==> src/rtl/jcond_pkg.sv <==
package jcond_pkg;

  localparam int CODE_W  = 4;
  localparam int FLAG_W  = 4;

  // Flag bus positions, decoded by the flag register neighbour
  localparam int FLG_Z = 3;
  localparam int FLG_O = 2;
  localparam int FLG_S = 1;
  localparam int FLG_C = 0;

  typedef enum logic [CODE_W-1:0] {
    JC_ALWAYS = 4'h0,
    JC_SLE    = 4'h1,
    JC_SGT    = 4'h2,
    JC_SGE    = 4'h3,
    JC_SLT    = 4'h4,
    JC_UGT    = 4'h5,
    JC_ULE    = 4'h6,
    JC_NCARRY = 4'h7,
    JC_CARRY  = 4'h8,
    JC_NZERO  = 4'h9,
    JC_ZERO   = 4'hA,
    JC_NSIGN  = 4'hB,
    JC_SIGN   = 4'hC,
    JC_NOVF   = 4'hD,
    JC_OVF    = 4'hE,
    JC_RSVD   = 4'hF
  } jcond_e;

endpackage

==> src/rtl/jcond_relations.sv <==
module jcond_relations
  import jcond_pkg::*;
#(
  parameter int NUM_CODES = 16
) (
  input  logic [FLAG_W-1:0]    flags,
  output logic [NUM_CODES-1:0] cond_vec
);

  logic z, o, s, c;
  logic sgn_lt, uns_le;

  assign z = flags[FLG_Z];
  assign o = flags[FLG_O];
  assign s = flags[FLG_S];
  assign c = flags[FLG_C];

  // shared terms: signed less-than and unsigned below-or-equal
  assign sgn_lt = s ^ o;
  assign uns_le = c | z;

  always_comb begin
    cond_vec            = '0;
    cond_vec[JC_ALWAYS] = 1'b1;
    cond_vec[JC_SLE]    = z | sgn_lt;
    cond_vec[JC_SGT]    = ~(z | sgn_lt);
    cond_vec[JC_SGE]    = ~sgn_lt;
    cond_vec[JC_SLT]    = sgn_lt;
    cond_vec[JC_UGT]    = ~uns_le;
    cond_vec[JC_ULE]    = uns_le;
    cond_vec[JC_NCARRY] = ~c;
    cond_vec[JC_CARRY]  = c;
    cond_vec[JC_NZERO]  = ~z;
    cond_vec[JC_ZERO]   = z;
    cond_vec[JC_NSIGN]  = ~s;
    cond_vec[JC_SIGN]   = s;
    cond_vec[JC_NOVF]   = ~o;
    cond_vec[JC_OVF]    = o;
    // JC_RSVD and anything above stays 0
  end

endmodule

==> src/rtl/jcond_select.sv <==
module jcond_select #(
  parameter int CODE_W    = 4,
  parameter int NUM_CODES = 16
) (
  input  logic [CODE_W-1:0]    code,
  input  logic [NUM_CODES-1:0] cond_vec,
  output logic                 hit
);

  logic [NUM_CODES-1:0] gated;

  // one-hot decode of the code, each slot gated by its condition
  for (genvar i = 0; i < NUM_CODES; i++) begin : g_slot
    assign gated[i] = (code == CODE_W'(i)) & cond_vec[i];
  end

  assign hit = |gated;

endmodule

==> src/rtl/jcond_decoder.sv <==
module jcond_decoder
  import jcond_pkg::*;
(
  input  logic              cond_en,
  input  logic [CODE_W-1:0] cond_code,
  input  logic [FLAG_W-1:0] flags,
  output logic              jump_n
);

  localparam int NUM_CODES = 1 << CODE_W;

  logic [NUM_CODES-1:0] cond_vec;
  logic                 hit;

  jcond_relations #(
    .NUM_CODES (NUM_CODES)
  ) rel_i (
    .flags    (flags),
    .cond_vec (cond_vec)
  );

  jcond_select #(
    .CODE_W    (CODE_W),
    .NUM_CODES (NUM_CODES)
  ) sel_i (
    .code     (cond_code),
    .cond_vec (cond_vec),
    .hit      (hit)
  );

  assign jump_n = ~(cond_en & hit);

endmodule

==> config.mk <==
export PLATFORM = sky130hd
export DESIGN_NAME = jcond_decoder
export DESIGN_NICKNAME = d
export VERILOG_FILES = /design/src/rtl/jcond_pkg.sv /design/src/rtl/jcond_relations.sv /design/src/rtl/jcond_select.sv /design/src/rtl/jcond_decoder.sv
export SDC_FILE = /design/constraint.sdc
export NUM_CORES = 1
export LEC_CHECK = 0
export CAP_MARGIN = 20
export CORE_AREA = 2 2 39 41
export DETAILED_ROUTE_END_ITERATION = 8
export DIE_AREA = 0 0 41 43
export GPL_ROUTABILITY_DRIVEN = 0
export PLACE_DENSITY = 0.36
export SLEW_MARGIN = 20
export SYNTH_ARGS = -nofsm -noshare
export SYNTH_HDL_FRONTEND = slang
export SYNTH_SLANG_ARGS = --single-unit
==> constraint.sdc <==
create_clock -name vclk -period 2.5
set_input_delay 0.375 -clock vclk [all_inputs]
set_output_delay 0.375 -clock vclk [all_outputs]
set_load 0.03 [all_outputs]
==> summary.md <==
| Metric | Value |
|---|---|
| Dominant cell type by area after synthesis | mux2i_1 |
| Vias in the first global route | 177 |
| Initial antenna violation count | 0 |
| Via count | 211 |
| Max-cap violations | 0 |
| Mapped cell area | 163 µm² |
| Final WL | 538 µm |
| Area of the core | 1380 µm² |
| Residual DRC count | 0 |
| Yosys cell types | 15 |
| Delay-heaviest family, CP | buffers and inverters |
| Final setup viols | 0 |
| Top Ports | 10 |
| Status | finished, final reports clean |
| Setup repair after global routing missed its margin | no |
| Post-Synth XOR/XNOR Area | 5.38% |
| Crit path DAT | 2.00 ns |
| Post-CTS Hold Buffers | 0 |
| Peak VDD IR | 0.0000417 V |
| Slew Viols, Final | 0 |
| Setup crit start kind | primary input |
| Storage cell area | 0 µm² |
| Hold path depth | 4 |
| Gate count after technology mapping | 23 |
| First-pass GRT wire length | 869 µm |
| Worst Tran Pin Value | 0.311 ns |
| Sequential cells | 0 |
| Worst relative slew slack | 79.3% |
| IO Port Bufs | 10 |
| Layout cells sized above 1 | 3.03% |
| CP max FO | 7 |
| Wirelength per Cell | 11.0 µm |
| Initial Util | 11.8% |
| Clock buf count | 0 |
| Worst Path Required | 2.12 ns |
| Remaining Overflow, GRT | 0 |
| FILL cells | 149 |
| Kind of critical path | primary input to primary output |
| Critical Path Most Common Cell | mux2i_1 |
| Grt met1 use | 12.0% |
| CP peak stage delay | 0.61 ns |
| Die W | 41 µm |
| Initial drt markers | 7 |
| Diode count | 0 |
| Std-Cell Rows | 14 |
| Final hold viol count | 0 |
| Vias/cell | 4.31 |
| Crit path max-delay cell type | clkdlybuf4s50_1 |
| Post-route minimum period | 2.37 ns |
| CP Buf/Inv Count | 2 |
| Final period utilization | 94.8% |
| GRT busiest layer | met1 |
| Critical Path End Type | primary output |
| Final Total Pwr | 0.0000459 W |
| Die Y | 43 µm |
| Synthesized Nets | 32 |
| Resize count post-CTS | 1 |
| Post-synthesis compound-gate area fraction | 26.2% |
| Crit-path cells | clkdlybuf4s50_1, mux2i_1, mux2i_1, nor2_1, o311a_1, dlygate4sd2_1 |
| Power density cells | 165 nW/µm² |
| Number of cells on the critical path | 6 |
| Mux contribution to synthesized area | 30.8% |
| M2 GR Usage | 9.06% |
| Met3 usage | 0% |
| Area contributors post-synth | mux2i_1 31%, nand3b_1 9.2%, buf_6 6.9%, nor2_1 6.9%, o311a_1 6.2% |
| Drt first pass iters | 4 |
| Final ANT Viol Nets | 0 |
| Nets | 44 |
| DP Wirelength | 444 µm |
| Post-synthesis area per instance | 7.07 µm² |
| Post-CTS setup repair buffer count | 0 |
| Post-synthesis sequential area ratio | 0% |
| Peak Freq | 422 MHz |
| Largest net degree at the start of global routing | 8 |
| Yosys top cell area share | 30.8% |
| Total Routing Usage GR | 6.69% |
| Syn. warnings | 0 |
| Lkg Pwr | 0.108 nW |
| Main combinational cell family by area after synthesis | multiplexers |
| Die Footprint | 1760 µm² |
| Syn-to-layout area delta | 70.8% |
| Simple-gate share of the synthesized area | 28.5% |
| Post-Synth Adder-Cell Area | 0% |
| Worst Hold Class | primary input to primary output |
| Hold_ws | 1.82 ns |
## through the flow
step                      util [%]  instances  setup WS [ns]  TNS [ns]  instance area [µm²]
after global routing          20.1         49         0.0233         0                  278
after floorplan                  -         23          0.915         0                  163
final                         20.1         49          0.130         0                  278
after detailed placement      20.2         49         -0.101    -0.101                  279
after CTS                     20.1         49          0.132         0                  278
after global placement        20.2         49         -0.113    -0.113                  279
## where the power goes
part	internal (W)	switching, W	total (W)
Sequential	0	0	0
Combinational	0.0000245	0.0000214	0.0000459
Clock	0	0	0
Total	0.0000245	0.0000214	0.0000459
## worst min-delay path, cell delays in order
cell and delay [ns]:
clkdlybuf4s50_1 0.44, nand3_1 0.10, o311a_1 0.14, dlygate4sd2_1 0.40
## kinds of logic after synthesis
logic type,after synthesis
and+or+nand+nor,9
AOI/OAI and AO/OA,6
muxes,5
buffers and inverters,2
xor gates and xnor gates,1
## layout by cell type (no fill, tap or decap), drive strengths merged
master / n
nor3b: 1
nand3: 1
nand3b: 2
o211ai: 1
nor2: 3
nand2: 2
dlygate4sd2: 1
buf: 1
xor2: 1
clkdlybuf4s50: 9
a31oi: 1
inv: 1
a21oi: 1
o21ai: 1
o221ai: 1
mux2i: 5
o311a: 1
## layout make-up
| cell class | count | area [µm²] | area share (%) |
|---|---|---|---|
| well taps | 16 | 20.0 | 7.21 |
| multi-input cells | 21 | 148 | 53.2 |
| inverters | 1 | 3.75 | 1.35 |
| repair buffers | 11 | 106 | 38.3 |
## Yosys cell counts
cell type and n:
mux2i_1 5, nor2_1 3, nand2_1 2, nand3b_1 2, a21oi_1 1, a31oi_1 1
buf_6 1, inv_1 1, nand3_1 1, nor3b_1 1, o211ai_1 1, o21ai_0 1
o221ai_1 1, o311a_1 1, xor2_1 1
## layer usage
metal / vias up / share of wire, % / wire (µm)
li1: 109 / - / -
met1: 90 / 45 / 243
met2: 12 / 43 / 233
met3: 0 / 11 / 60
met4: 0 / 0 / 0
met5: - / 0 / 0
## final timing paths
path	to	slack, ns	start
max	jump_n	0.13	cond_code[2]
min	jump_n	1.82	cond_code[3]
Note: power is estimated with default switching activity, not from simulation.
